`config.mk`:
```
export PLATFORM = sky130hd
export DESIGN_NAME = dqpsk_mod
export DESIGN_NICKNAME = d
export VERILOG_FILES = /design/src/rtl/dqpsk_pkg.sv /design/src/rtl/dqpsk_pair_collect.sv /design/src/rtl/dqpsk_phase_enc.sv /design/src/rtl/dqpsk_iq_mixer.sv /design/src/rtl/dqpsk_phase_dec.sv /design/src/rtl/dqpsk_mod.sv
export SDC_FILE = /design/constraint.sdc
export NUM_CORES = 1
export LEC_CHECK = 0
export BUFFER_PORTS_ARGS = -buffer_cell sky130_fd_sc_hd__buf_4
export CAP_MARGIN = 0
export CORE_MARGIN = 2
export CORE_UTILIZATION = 42
export CTS_BUF_LIST = sky130_fd_sc_hd__clkbuf_4 sky130_fd_sc_hd__clkbuf_8
export DETAILED_ROUTE_END_ITERATION = 6
export GPL_TIMING_DRIVEN = 1
export MAX_ROUTING_LAYER = met4
export PLACE_DENSITY = 0.71
export SLEW_MARGIN = 5
export SYNTH_ARGS = -nofsm -noshare
export SYNTH_HDL_FRONTEND = slang
export SYNTH_HIERARCHICAL = 1
export SYNTH_SLANG_ARGS = --single-unit
```
`constraint.sdc`:
```
create_clock -name clk -period 3.25 [get_ports clk]
set_clock_uncertainty 0.1 [all_clocks]
set_input_delay 0.325 -clock clk [delete_from_list [all_inputs] [get_ports clk]]
set_output_delay 0.325 -clock clk [all_outputs]
set_load 0.01 [all_outputs]
```
`src/rtl/dqpsk_pkg.sv`:
```
package dqpsk_pkg;

  typedef struct packed {
    logic i_neg;
    logic q_neg;
  } iq_sign_t;

  // dibit code -> phase step in quarter turns (00:0, 01:1, 11:2, 10:3)
  function automatic logic [1:0] code_to_step(input logic [1:0] code);
    return {code[1], code[1] ^ code[0]};
  endfunction

  // phase step -> dibit code
  function automatic logic [1:0] step_to_code(input logic [1:0] step);
    return {step[1], step[1] ^ step[0]};
  endfunction

  // phase index -> signs of I and Q
  function automatic iq_sign_t idx_to_sign(input logic [1:0] idx);
    iq_sign_t s;
    s.i_neg = idx[1] ^ idx[0];
    s.q_neg = idx[1];
    return s;
  endfunction

endpackage

```
`src/rtl/dqpsk_pair_collect.sv`:
```
module dqpsk_pair_collect (
  input  logic       clk,
  input  logic       rst_n,
  input  logic       in_valid,
  input  logic       in_bit,
  output logic       in_ready,
  input  logic       take,
  output logic       pair_full,
  output logic [1:0] pair
);
  logic       half_q, half_d;
  logic       first_q, first_d;
  logic       full_q, full_d;
  logic [1:0] pair_q, pair_d;
  logic       accept;

  assign in_ready  = !full_q;
  assign accept    = in_valid && in_ready;
  assign pair_full = full_q;
  assign pair      = pair_q;

  always_comb begin
    half_d  = half_q;
    first_d = first_q;
    full_d  = full_q;
    pair_d  = pair_q;
    if (take) full_d = 1'b0;
    if (accept) begin
      if (!half_q) begin
        half_d  = 1'b1;
        first_d = in_bit;
      end else begin
        half_d = 1'b0;
        pair_d = {first_q, in_bit};
        full_d = 1'b1;
      end
    end
  end

  always_ff @(posedge clk or negedge rst_n) begin
    if (!rst_n) begin
      half_q  <= 1'b0;
      first_q <= 1'b0;
      full_q  <= 1'b0;
      pair_q  <= 2'b00;
    end else begin
      half_q  <= half_d;
      first_q <= first_d;
      full_q  <= full_d;
      pair_q  <= pair_d;
    end
  end
endmodule

```
`src/rtl/dqpsk_phase_enc.sv`:
```
module dqpsk_phase_enc
  import dqpsk_pkg::*;
#(
  parameter int SYM_CYC = 8,
  localparam int CNT_W  = $clog2(SYM_CYC)
) (
  input  logic             clk,
  input  logic             rst_n,
  input  logic             pair_full,
  input  logic [1:0]       pair,
  output logic             take,
  output logic             active,
  output logic [1:0]       idx,
  output logic             strobe,
  output logic [CNT_W-1:0] cnt
);
  logic [CNT_W-1:0] cnt_q, cnt_d;
  logic             act_q, act_d;
  logic [1:0]       idx_q, idx_d;
  logic             stb_q, stb_d;
  logic             boundary;

  assign boundary = (cnt_q == CNT_W'(SYM_CYC - 1));
  assign take     = boundary && pair_full;

  always_comb begin
    cnt_d = boundary ? '0 : cnt_q + CNT_W'(1);
    act_d = act_q;
    idx_d = idx_q;
    stb_d = 1'b0;
    if (boundary) begin
      act_d = pair_full;
      stb_d = pair_full;
      if (pair_full) idx_d = idx_q + code_to_step(pair);
    end
  end

  always_ff @(posedge clk or negedge rst_n) begin
    if (!rst_n) begin
      cnt_q <= '0;
      act_q <= 1'b0;
      idx_q <= 2'd0;
      stb_q <= 1'b0;
    end else begin
      cnt_q <= cnt_d;
      act_q <= act_d;
      idx_q <= idx_d;
      stb_q <= stb_d;
    end
  end

  assign active = act_q;
  assign idx    = idx_q;
  assign strobe = stb_q;
  assign cnt    = cnt_q;
endmodule

```
`src/rtl/dqpsk_iq_mixer.sv`:
```
module dqpsk_iq_mixer
  import dqpsk_pkg::*;
#(
  parameter int SMP_W = 8,
  parameter int AMP   = 100
) (
  input  logic                    clk,
  input  logic                    rst_n,
  input  logic                    active,
  input  logic [1:0]              idx,
  input  logic [1:0]              phase,
  output logic signed [SMP_W-1:0] smp
);
  localparam logic signed [SMP_W-1:0] POS = SMP_W'(AMP);
  localparam logic signed [SMP_W-1:0] NEG = -POS;

  iq_sign_t                sgn;
  logic                    neg;
  logic signed [SMP_W-1:0] smp_q, smp_d;

  assign sgn = idx_to_sign(idx);

  // carrier points: cos 1,0,-1,0 and sin 0,1,0,-1; sample = I*cos - Q*sin
  always_comb begin
    unique case (phase)
      2'd0:    neg = sgn.i_neg;
      2'd1:    neg = !sgn.q_neg;
      2'd2:    neg = !sgn.i_neg;
      default: neg = sgn.q_neg;
    endcase
    if (!active) smp_d = '0;
    else         smp_d = neg ? NEG : POS;
  end

  always_ff @(posedge clk or negedge rst_n) begin
    if (!rst_n) smp_q <= '0;
    else        smp_q <= smp_d;
  end

  assign smp = smp_q;
endmodule

```
`src/rtl/dqpsk_phase_dec.sv`:
```
module dqpsk_phase_dec
  import dqpsk_pkg::*;
(
  input  logic       clk,
  input  logic       rst_n,
  input  logic       in_valid,
  input  logic [1:0] in_idx,
  output logic       out_valid,
  output logic [1:0] out_dibit
);
  logic [1:0] prev_q, prev_d;
  logic       vld_q, vld_d;
  logic [1:0] dib_q, dib_d;

  always_comb begin
    prev_d = prev_q;
    dib_d  = dib_q;
    vld_d  = in_valid;
    if (in_valid) begin
      prev_d = in_idx;
      dib_d  = step_to_code(in_idx - prev_q);
    end
  end

  always_ff @(posedge clk or negedge rst_n) begin
    if (!rst_n) begin
      prev_q <= 2'd0;
      vld_q  <= 1'b0;
      dib_q  <= 2'd0;
    end else begin
      prev_q <= prev_d;
      vld_q  <= vld_d;
      dib_q  <= dib_d;
    end
  end

  assign out_valid = vld_q;
  assign out_dibit = dib_q;
endmodule

```
`src/rtl/dqpsk_mod.sv`:
```
module dqpsk_mod #(
  parameter int SMP_W   = 8,
  parameter int AMP     = 100,
  parameter int SYM_CYC = 8
) (
  input  logic             clk,
  input  logic             rst_n,
  input  logic             bit_valid,
  input  logic             bit_data,
  output logic             bit_ready,
  output logic [SMP_W-1:0] smp_out,
  output logic             sym_strobe,
  output logic [1:0]       sym_idx,
  input  logic             dec_in_valid,
  input  logic [1:0]       dec_in_idx,
  output logic             dec_out_valid,
  output logic [1:0]       dec_out_dibit
);
  localparam int CNT_W = $clog2(SYM_CYC);

  initial begin
    if (SYM_CYC < 4 || (SYM_CYC % 4) != 0)
      $error("SYM_CYC must be a positive multiple of 4");
    if (AMP <= 0 || AMP >= (1 << (SMP_W - 1)))
      $error("AMP must fit the signed sample width");
  end

  logic             pair_full, take, sym_active;
  logic [1:0]       pair;
  logic [CNT_W-1:0] sym_cnt;
  logic signed [SMP_W-1:0] smp_s;

  dqpsk_pair_collect u_collect (
    .clk(clk), .rst_n(rst_n),
    .in_valid(bit_valid), .in_bit(bit_data), .in_ready(bit_ready),
    .take(take), .pair_full(pair_full), .pair(pair)
  );

  dqpsk_phase_enc #(.SYM_CYC(SYM_CYC)) u_enc (
    .clk(clk), .rst_n(rst_n),
    .pair_full(pair_full), .pair(pair), .take(take),
    .active(sym_active), .idx(sym_idx), .strobe(sym_strobe), .cnt(sym_cnt)
  );

  dqpsk_iq_mixer #(.SMP_W(SMP_W), .AMP(AMP)) u_mix (
    .clk(clk), .rst_n(rst_n),
    .active(sym_active), .idx(sym_idx), .phase(sym_cnt[1:0]), .smp(smp_s)
  );

  assign smp_out = smp_s;

  dqpsk_phase_dec u_dec (
    .clk(clk), .rst_n(rst_n),
    .in_valid(dec_in_valid), .in_idx(dec_in_idx),
    .out_valid(dec_out_valid), .out_dibit(dec_out_dibit)
  );
endmodule

```
==> summary.txt, run 1 <==
Synthesis
  • Main combinational cell family by area after synthesis: multiplexers
  • Post-synthesis mux area share: a little over an eighth
  • Most area-consuming cells after synthesis: dfrtp_1 56%, xnor2_1 5.8%, ha_1 5.6%
  • Synth Area in Compound Gates: 1.67%
  • Syn. warnings: 6
  • Yosys cell types: 20
  • Post-synthesis cell count: 64
  • #FFs+latches synth: 20
  • Asr flop ratio synth: 100%
  • Top_reg_cell synth: dfrtp_1
  • Seq/Total Area, Yosys: 55.7%
  • Yosys top cell by area: dfrtp_1
  • Syn_area_per_cell: ~14 um^2
  • Syn Std Cell Area: about 900 um^2
  • Area share of the largest cell type after synthesis: 55.7%
  • Xor and xnor fraction of the mapped netlist area: roughly a tenth
  • Synth Area in Simple Gates: 7.66%
  • Post-synthesis adder-cell area fraction: approximately 5.6%
  • Post-synth EDFFs: 0

Routing
  • DR vias/cell: ~4.5
  • Vias: 490
  • Post-route ant nets: 0
  • DR iter-0 viols: 1
  • Total length of routed wires: between 1000 and 1500 um
  • Drt wl/cell: 10.3 um
  • First drt pass iteration count: 3
  • Drc violations: 0

Finish
  • Area growth from synthesis to layout: 19.5%
  • Nets@finish: between 90 and 100
  • N_diodes: 0
  • Commonest non-fill, non-tap cell in the layout: dfrtp_1
  • Most frequent cells in the layout: 20 x dfrtp_1, 19 x buf_4, 6 x xnor2_1
  • Layout cells sized above 1: roughly two fifths
  • Fill cells: about 180

Power and ir drop
  • PD cells: 763 mW/mm^2
  • Worst VDD drop: approximately 0.44 mV
  • Leakage power: between 0.5 and 0.6 nW

Global route
  • Initial antenna violation count: 0
  • Largest net degree at the start of global routing: 21
  • Global route overflow: 0
  • First-pass GRT wire length: ~2100 um
  • Vias in the first global route: between 400 and 500
  • All-Layer GR Usage: 11.4%

Timing
  • Final worst path period need: approximately 1.5 ns
  • Maximum clock rate: between 600 and 700 MHz
  • Setup violations, final: 0
  • RSZ-0062 raised after global routing: no
  • Setup TNS: 0 ns
  • Setup ws final: between 1.5 and 2 ns
  • Final worst path period share: a little under half
  • Max-slew violations: 0
  • Final Hold Violating Endpoints: 0

Setup path
  • Worst path cell trace: ha_1 -> ha_1 -> nand2_2 -> mux2_2
  • CP Launch Type: register
  • Arr. time, crit path: 1.56 ns
  • Crit-path max FO: 4
  • Critical Path RT: 3.33 ns
  • Register-to-register path setup slack: roughly 1.8 ns
  • Top delay family on crit path: adder cells
  • R2r endpoint: u_enc/idx[0]$_DFFE_PN0P_
  • Most common cell on crit path: ha_1
  • Critical path's largest stage delay: ~0.42 ns
  • CP bufs+invs: 0
  • R2R depth: 4
  • Worst reg2reg path startpoint: u_enc/cnt[0]$_DFF_PN0_
  • Worst path slowest cell: dfrtp_1
  • CP Class: reg -> reg
  • Crit end category: register

Floorplanning
  • Std-Cell Rows: 16
  • Die W: roughly 50 um
  • IO Pins: 22
  • Die area: 0.00253 mm^2
  • Chip height: ~50 um
  • Core area: between 0.0015 and 0.002 mm^2
  • Starting Density: between 40% and 50%

Placement
  • Buffers on Ports: 19
  • Final Wtd Congestion: roughly 0.7
  • DP HPWL: a little over 900 um
  • Dpl ws: 1.77 ns

CTS
  • Later-pin clock latency in the skew report: a little under 0.3 ns
  • Root Buffer: clkbuf_4
  • Post-CTS setup buffers: 0
  • Clk buf depth: 2
  • CTS buffer count: 3
  • Worst-path clk slew: roughly 0.10 ns
  • CTS tree: built
  • Htree depth: 1
  • Sink Count: 20

Worst hold path
  • Hold Path Origin: dec_in_valid
  • Endpoint of the worst hold path: u_dec/out_valid$_DFF_PN0_
  • Hold depth: 1
  • Worst Hold Class: in -> reg

Job
  • Max-cap violations: 0

Outcome
  • Outcome: completed
[power by group]
group	leakage, nW	switching, W	total [W]	internal, W
registers	0.239	0.0000698	0.000397	0.000328
clock network	0.0138	0.0000635	0.000107	0.0000430
logic	0.288	0.000119	0.000315	0.000197
total	0.541	0.000252	0.000819	0.000567
[registers in the layout, indices dropped and copies added, names as in the netlist]
signal               cells
u_collect/first_q        1
u_collect/half_q         1
u_collect/pair           2
u_collect/pair_full      1
u_dec/out_dibit          2
u_dec/out_valid          1
u_dec/prev_q             2
u_enc/active             1
u_enc/cnt                3
u_enc/idx                2
u_enc/strobe             1
u_mix/smp                3
[worst reg2reg max path: cells and delay by family, from the launching register on]
kind          cells  cell delay [ns]
simple gates      1             0.10
fa+ha+maj         2             0.43
flops             1             0.42
mux               1             0.33
[cell type report]
class	count	area [um^2]	area share, %
clock buffer	3	22.5	2.10
inverter	4	15.0	1.40
multi-input combinational	36	349	32.5
sequential	20	500	46.6
tap	27	33.8	3.15
timing repair buffer	20	153	14.2
[per-stage QoR]
step | cells | total power [W] | instance area [um^2] | hold WS (ns) | util [%]
5_1_grt | 110 | 0.000877 | 1070 | 0.0741 | 54.2
3_5_place_dp | 106 | 0.000724 | 1040 | 0.116 | 52.5
2_1_floorplan | 65 | 0.000613 | 902 | -0.0706 | -
3_3_place_gp | 106 | 0.000718 | 1040 | 0.114 | 52.5
4_1_cts | 110 | 0.000835 | 1070 | 0.0849 | 54.2
6_report | 110 | 0.000819 | 1070 | 0.0971 | 54.2
[worst max-delay path by stage]
stage	start	cells after the start	endpoint	slack, ns
final	u_enc/cnt[0]$_DFF_PN0_	4	u_enc/idx[0]$_DFFE_PN0P_	1.76
after global routing	u_enc/cnt[0]$_DFF_PN0_	4	u_enc/idx[0]$_DFFE_PN0P_	1.71
after CTS	u_enc/cnt[0]$_DFF_PN0_	4	u_enc/idx[0]$_DFFE_PN0P_	1.75
after detailed placement	dec_in_idx[0]	6	u_dec/out_dibit[0]$_DFFE_PN0P_	1.77
after global placement	dec_in_idx[0]	6	u_dec/out_dibit[0]$_DFFE_PN0P_	1.78
after floorplan	u_enc/cnt[0]$_DFF_PN0_	4	u_enc/idx[0]$_DFFE_PN0P_	1.84
[synth_stat cells, drive strengths merged, types with 2 or more instances]
cell type and count:
o21ai 3, mux2 8, ha 4, mux2i 2, inv 4, buf 5, dfrtp 20, xnor2 7
xor2 2, nor2 2
[per-layer routing]
| layer | routed length [um] | global-route usage, % |
|---|---|---|
| met3 | 74 | 5.36 |
| met1 | 508 | 13.6 |
| met2 | 537 | 17.3 |
| met5 | 0 | - |
| met4 | 13 | 2.78 |
[timing repair]
item	CTS	global route
hold buffers	1	0
gates resized for setup	0	0
hold endpoints to repair	20	0
[cell families (layout without fill, tap and decap cells)]
kind of cell	Yosys count	after routing
AOI/OAI and AO/OA	3	3
other	1	2
adders and majority gates	4	4
buffers and inverters	9	27
and+or+nand+nor	8	8
DFF	20	20
muxes	10	10
xor gates and xnor gates	9	9
No activity file was read; power rests on OpenSTA's default activity.
==> inputs of run 2 (changes only) <==
PLACE_DENSITY = 0.74   (was 0.71)
clock period = 1.25 ns   (was 3.25 ns; I/O delays follow)
==> run 2 against run 1 <==
- the run now ends with setup timing left
- flip-flop and latch count unchanged
- via count up 16%
- first-iteration DRC count down 100%
- design area up 21%
- fmax up 5.8%
- core utilization up 11 points
- worst hold slack worse by 0.076 ns
- count of clock-buffer cells in the layout up 1
- setup slack worse by 1.9 ns
- sequential share of layout area down 8.0 points
- highest routed layer unchanged
==> summary.txt, run 2 (synthesis results as in run 1) <==
Routing
  • Total length of routed wires: 1510 um (+33%)
  • DR vias/cell: 4.46 (about the same)
  • DR iter-0 viols: 0 (-1)
  • Drc violations: 0 (unchanged)
  • First drt pass iteration count: 1 (-2)
  • Post-route ant nets: 0 (unchanged)
  • Vias: 566 (+16%)
  • Drt wl/cell: 11.9 um (+15%)

Setup path
  • R2R depth: 4 (unchanged)
  • Worst path slowest cell: dfrtp_1
  • Critical path's largest stage delay: 0.43 ns (about the same)
  • Worst Setup SP: u_dec/prev_q[0]$_DFFE_PN0P_
  • Worst path depth: 4 (unchanged)
  • CP Launch Type: register
  • Top delay family on crit path: flip-flops
  • Worst reg2reg path startpoint: u_dec/prev_q[0]$_DFFE_PN0P_
  • Crit-path max FO: 2 (-2)
  • CP bufs+invs: 0 (unchanged)
  • Critical Path RT: 1.34 ns (-1.99 ns)
  • Crit end category: register
  • Worst path cell trace: ha_4 -> xnor2_2 -> xnor2_1 -> mux2_4
  • Arr. time, crit path: 1.50 ns (-0.06 ns)
  • CP Class: reg -> reg

Placement
  • Buffers on Ports: 19 (unchanged)
  • DP HPWL: 990 um (+8.9%)
  • Dpl ws: -0.129 ns (-1.90 ns)
  • Final Wtd Congestion: 0.736 (+5.4%)

Worst hold path
  • Worst Hold Class: in -> reg
  • Hold Path Origin: bit_valid
  • Hold depth: 3 (+2)

Power and ir drop
  • Worst VDD drop: 1.12 mV (+160%)
  • PD cells: 1940 mW/mm^2 (+150%)
  • Leakage power: 0.640 nW (+18%)

Timing
  • Final Hold Violating Endpoints: 0 (unchanged)
  • Maximum clock rate: 712 MHz (+5.8%)
  • Max-slew violations: 0 (unchanged)
  • Final worst path period need: 1.41 ns (-0.0820 ns)
  • Setup violations, final: 4 (+4)
  • RSZ-0062 raised after global routing: yes
  • Final worst path period share: 112% (+67 points)
  • Setup ws final: -0.155 ns (-1.92 ns)

Job
  • Max-cap violations: 0 (unchanged)

Global route
  • All-Layer GR Usage: 14.1% (+2.7 points)
  • Initial antenna violation count: 0 (unchanged)
  • Vias in the first global route: 575 (+22%)
  • First-pass GRT wire length: 2610 um (+26%)
  • Largest net degree at the start of global routing: 21 (unchanged)
  • Global route overflow: 0 (unchanged)

Finish
  • Most frequent cells in the layout: 28 x buf_4, 19 x dfrtp_1, 7 x dlygate4sd3_1
  • Area growth from synthesis to layout: 44.4%
  • Commonest non-fill, non-tap cell in the layout: buf_4
  • Layout cells sized above 1: 55.0% (+16 points)
  • N_diodes: 0 (unchanged)
  • Nets@finish: 112 (+17%)
  • Final core occ: 65.5% (+11 points)

Floorplanning
  • Die W: 50.3 um (unchanged)
  • Std-Cell Rows: 16 (unchanged)
  • Core area: 0.00198 mm^2 (unchanged)
  • IO Pins: 22 (unchanged)
  • Chip height: 50.3 um (unchanged)
  • Die area: 0.00253 mm^2 (unchanged)
  • Starting Density: 45.3% (unchanged)

CTS
  • CTS buffer count: 3 (unchanged)
  • Later-pin clock latency in the skew report: 0.29 ns (about the same)
  • Clk buf depth: 2 (unchanged)
  • Sink Count: 20 (unchanged)
  • CTS tree: built
  • Root Buffer: clkbuf_4
  • Worst-path clk slew: 0.11 ns (about the same)
  • Htree depth: 1 (unchanged)

Outcome
  • Outcome: complete, but fails checks
  • Failing checks: setup timing
run 2: cell count changes in the layout (fill, tap and decap cells not counted), sizes merged:
cell | previous run | this run
clkbuf | 3 | 4
buf | 19 | 29
dlygate4sd3 | 1 | 7
run 2: what timing repair did:
item	in CTS	in global routing
resized for setup	13	4
endpoints found under the hold margin	25	2
endpoints found under the setup margin	6	11
setup buffers	1	1
hold buffers	5	2
pin swaps	4	4
run 2: tightest hold or removal path, cell delays in order:
cell and delay [ns]:
buf_4 0.10, nand3b_4 0.09, o21ai_2 0.06
run 2: final timing paths:
check | endpoint | slack, ns
min in group asynchronous | u_dec/out_dibit[0]$_DFFE_PN0P_ | 0.13
worst min register to register | u_mix/smp[2]$_DFF_PN0_ | 0.34
worst max-delay path | u_dec/out_dibit[0]$_DFFE_PN0P_ | -0.16
worst max register to register | u_dec/out_dibit[0]$_DFFE_PN0P_ | -0.16
max in group asynchronous | u_collect/pair_full$_DFF_PN0_ | 0.70
worst min-delay path | u_collect/pair_full$_DFF_PN0_ | 0.02
run 2: layout make-up:
cell class / count / area (um^2)
well taps: 27 / 33.8
flip-flops and latches: 20 / 502
fillers: 156 / 684
repair buffers: 36 / 292
inverters: 4 / 17.5
multi-input cells: 36 / 417
clock buffers: 4 / 36.3
run 2: routing by layer:
layer | track usage [%] | vias to the layer above | part of all wire (%) | routed length, um
met2 | 22.8 | 16 | 53 | 808
met4 | 4.17 | 0 | 0.40 | 6
met5 | - | - | 0 | 0
met1 | 18.0 | 271 | 41 | 625
li1 | - | 277 | - | -
met3 | 2.68 | 2 | 4.7 | 71
run 2: where the power goes:
part / internal [W] / switching, W / leakage (nW)
clock network: 0.000177 / 0.000190 / 0.0210
registers: 0.000855 / 0.000164 / 0.238
logic: 0.000694 / 0.000431 / 0.381
total: 0.00173 / 0.000785 / 0.640
run 2: through the flow:
stage                     instance area [um^2]  setup TNS (ns)  power, W  hold WS, ns  instances
after floorplan                            920          -0.197   0.00160       -0.271         65
final                                     1300          -0.393   0.00251       0.0215        127
after global placement                    1120          -0.273   0.00194      -0.0853        114
after detailed placement                  1120          -0.444   0.00197      -0.0833        114
after global routing                      1300          -0.719   0.00270      0.00496        127
after CTS                                 1250          -0.335   0.00247      0.00274        124
==> inputs of run 3 (changes only) <==
RECOVER_POWER = 100   (was not set)
==> run 3 against run 2 <==
- the flow still finishes with violations (setup timing)
- core utilization decreased by 2.8 points
- register-to-register slack hardly changed
- routed wire length increased by 0.66%
- cell count stayed put
- total power fell by 6.0%
- sequential power about the same
- worst hold slack got worse by 0.012 ns
- non-clock buffer count is the same
- combinational power down 12%
- die area unchanged
- first-iteration DRC count grew 1
- critical path depth unchanged
- critical endpoint unchanged
- largest cell class unchanged
==> summary.txt, run 3 (synthesis results as in run 1) <==
Power and ir drop
  • Leakage power: 0.586 nW (-8.4%)
  • PD cells: 1900 mW/mm^2 (-1.8%)
  • Worst VDD drop: 1.08 mV (-4.2%)
  • Total Power: 0.00236 W (-6.0%)

CTS
  • Worst-path clk slew: 0.11 ns (about the same)
  • Sink Count: 20 (unchanged)
  • Clk buf depth: 2 (unchanged)
  • CTS buffer count: 3 (unchanged)
  • Later-pin clock latency in the skew report: 0.29 ns (about the same)
  • CTS tree: built
  • Root Buffer: clkbuf_4
  • Htree depth: 1 (unchanged)

Global route
  • Largest net degree at the start of global routing: 21 (unchanged)
  • All-Layer GR Usage: 14.1% (unchanged)
  • Global route overflow: 0 (unchanged)
  • Initial antenna violation count: 0 (unchanged)
  • First-pass GRT wire length: 2610 um (unchanged)
  • Vias in the first global route: 575 (unchanged)

Routing
  • First drt pass iteration count: 2 (+1)
  • Drc violations: 0 (unchanged)
  • Met1 WL: 640 um (+2.4%)
  • Drt wl/cell: 12.0 um (+0.66%)
  • Post-route ant nets: 0 (unchanged)
  • DR iter-0 viols: 1 (+1)
  • Total length of routed wires: 1520 um (+0.66%)
  • Max Used Layer: met4
  • Vias: 566 (unchanged)
  • DR vias/cell: 4.46 (unchanged)
  • Wire length on met3: 81 um (+14%)
  • Routed wl met2: 791 um (-2.1%)

Setup path
  • Arr. time, crit path: 1.49 ns (about the same)
  • Worst path slowest cell: dfrtp_1
  • Worst path cell trace: ha_4 -> xnor2_2 -> xnor2_1 -> mux2_4
  • Crit-path max FO: 2 (unchanged)
  • CP Class: reg -> reg
  • Crit end category: register
  • CP Launch Type: register
  • Critical path's largest stage delay: 0.43 ns (about the same)
  • Critical Path RT: 1.34 ns (about the same)

Finish
  • Area growth from synthesis to layout: 38.2%
  • Non-Filler Instances: 127 (unchanged)
  • Cell area after layout: 0.00124 mm^2 (-4.3%)
  • Most frequent cells in the layout: 20 x dfrtp_1, 15 x buf_4, 12 x clkbuf_1
  • Nets@finish: 112 (unchanged)
  • Commonest non-fill, non-tap cell in the layout: dfrtp_1
  • N_diodes: 0 (unchanged)
  • Layout cells sized above 1: 40.0% (-15 points)

Timing
  • Worst Tran Pin Value: about 0.50 ns
  • Setup violations, final: 4 (unchanged)
  • Maximum clock rate: 716 MHz (+0.59%)
  • RSZ-0062 raised after global routing: yes
  • Slew HR: between 60 and 70%
  • Final Hold Violating Endpoints: 0 (unchanged)
  • Final worst path period share: 112% (-0.66 points)
  • Setup ws final: -0.147 ns (+0.00827 ns)
  • Final worst path period need: 1.40 ns (-0.00827 ns)
  • Final Hold Slack: 0.00915 ns (-0.0123 ns)
  • Max-slew violations: 0 (unchanged)

Floorplanning
  • Die W: 50.3 um (unchanged)
  • Core area: 0.00198 mm^2 (unchanged)
  • Chip height: 50.3 um (unchanged)
  • Std-Cell Rows: 16 (unchanged)
  • IO Pins: 22 (unchanged)
  • Die area: 0.00253 mm^2 (unchanged)
  • Starting Density: 45.3% (unchanged)

Placement
  • DP HPWL: 990 um (unchanged)
  • Buffers on Ports: 19 (unchanged)
  • Placed cell count: 114 (unchanged)
  • Dpl ws: -0.129 ns (unchanged)
  • Post-DP Area: 0.00112 mm^2 (unchanged)
  • Final Wtd Congestion: 0.736 (unchanged)

Outcome
  • Failing checks: setup timing
  • Outcome: complete, but fails checks

Job
  • Max-cap violations: 0 (unchanged)

Worst hold path
  • Worst Hold Class: in -> reg
[run 3: worst max-delay path: cells and delay by family (launching register included)]
kind	cells	cell delay, ns
DFF	1	0.43
muxes	1	0.26
adders and majority gates	1	0.23
xor gates and xnor gates	2	0.28
[run 3: where the power goes]
| group | switching [W] | internal, W | total, W | leakage [nW] |
|---|---|---|---|---|
| combinational | 0.000429 | 0.000555 | 0.000984 | 0.326 |
| clock | 0.000189 | 0.000177 | 0.000366 | 0.0210 |
| sequential | 0.000158 | 0.000851 | 0.00101 | 0.239 |
[run 3: cell type report]
type,count,area [um^2]
repair buffers,36,244
inverters,4,17.5
multi-input cells,36,409
well taps,27,33.8
clock buffers,4,36.3
fillers,184,741
flip-flops and latches,20,500
[run 3: final timing paths]
| path | from | end | slack [ns] | cells after the start |
|---|---|---|---|---|
| worst max-delay path | u_dec/prev_q[0]$_DFFE_PN0P_ | u_dec/out_dibit[0]$_DFFE_PN0P_ | -0.15 | 4 |
| worst min-delay path | bit_valid | u_collect/pair_full$_DFF_PN0_ | 0.009 | 3 |
| worst max register to register | u_dec/prev_q[0]$_DFFE_PN0P_ | u_dec/out_dibit[0]$_DFFE_PN0P_ | -0.15 | 4 |
| worst min register to register | u_enc/active$_DFFE_PN0N_ | u_mix/smp[2]$_DFF_PN0_ | 0.34 | 0 |
| max in group asynchronous | rst_n | u_collect/first_q$_DFFE_PN0P_ | 0.49 | 2 |
| min in group asynchronous | rst_n | u_dec/out_dibit[0]$_DFFE_PN0P_ | 0.21 | 2 |
[run 3: per-layer routing]
layer / track usage [%] / vias to the layer above
met5: - / -
li1: - / 277
met2: 22.8 / 16
met1: 18.0 / 271
met4: 4.17 / 0
met3: 2.68 / 2
[run 3: timing repair]
action,4_1_cts,5_1_grt
setup buffers,1,1
pin swaps,4,4
endpoints found under the hold margin,25,2
hold buffers,5,2
endpoints found under the setup margin,6,11
gates resized for setup,13,4
[run 3: metrics by stage]
step                      utilization [%]  TNS (ns)
after floorplan                         -    -0.197
after global placement               56.4    -0.273
after detailed placement             56.4    -0.444
after CTS                            63.2    -0.335
after global routing                 62.6    -0.754
final                                62.6    -0.381
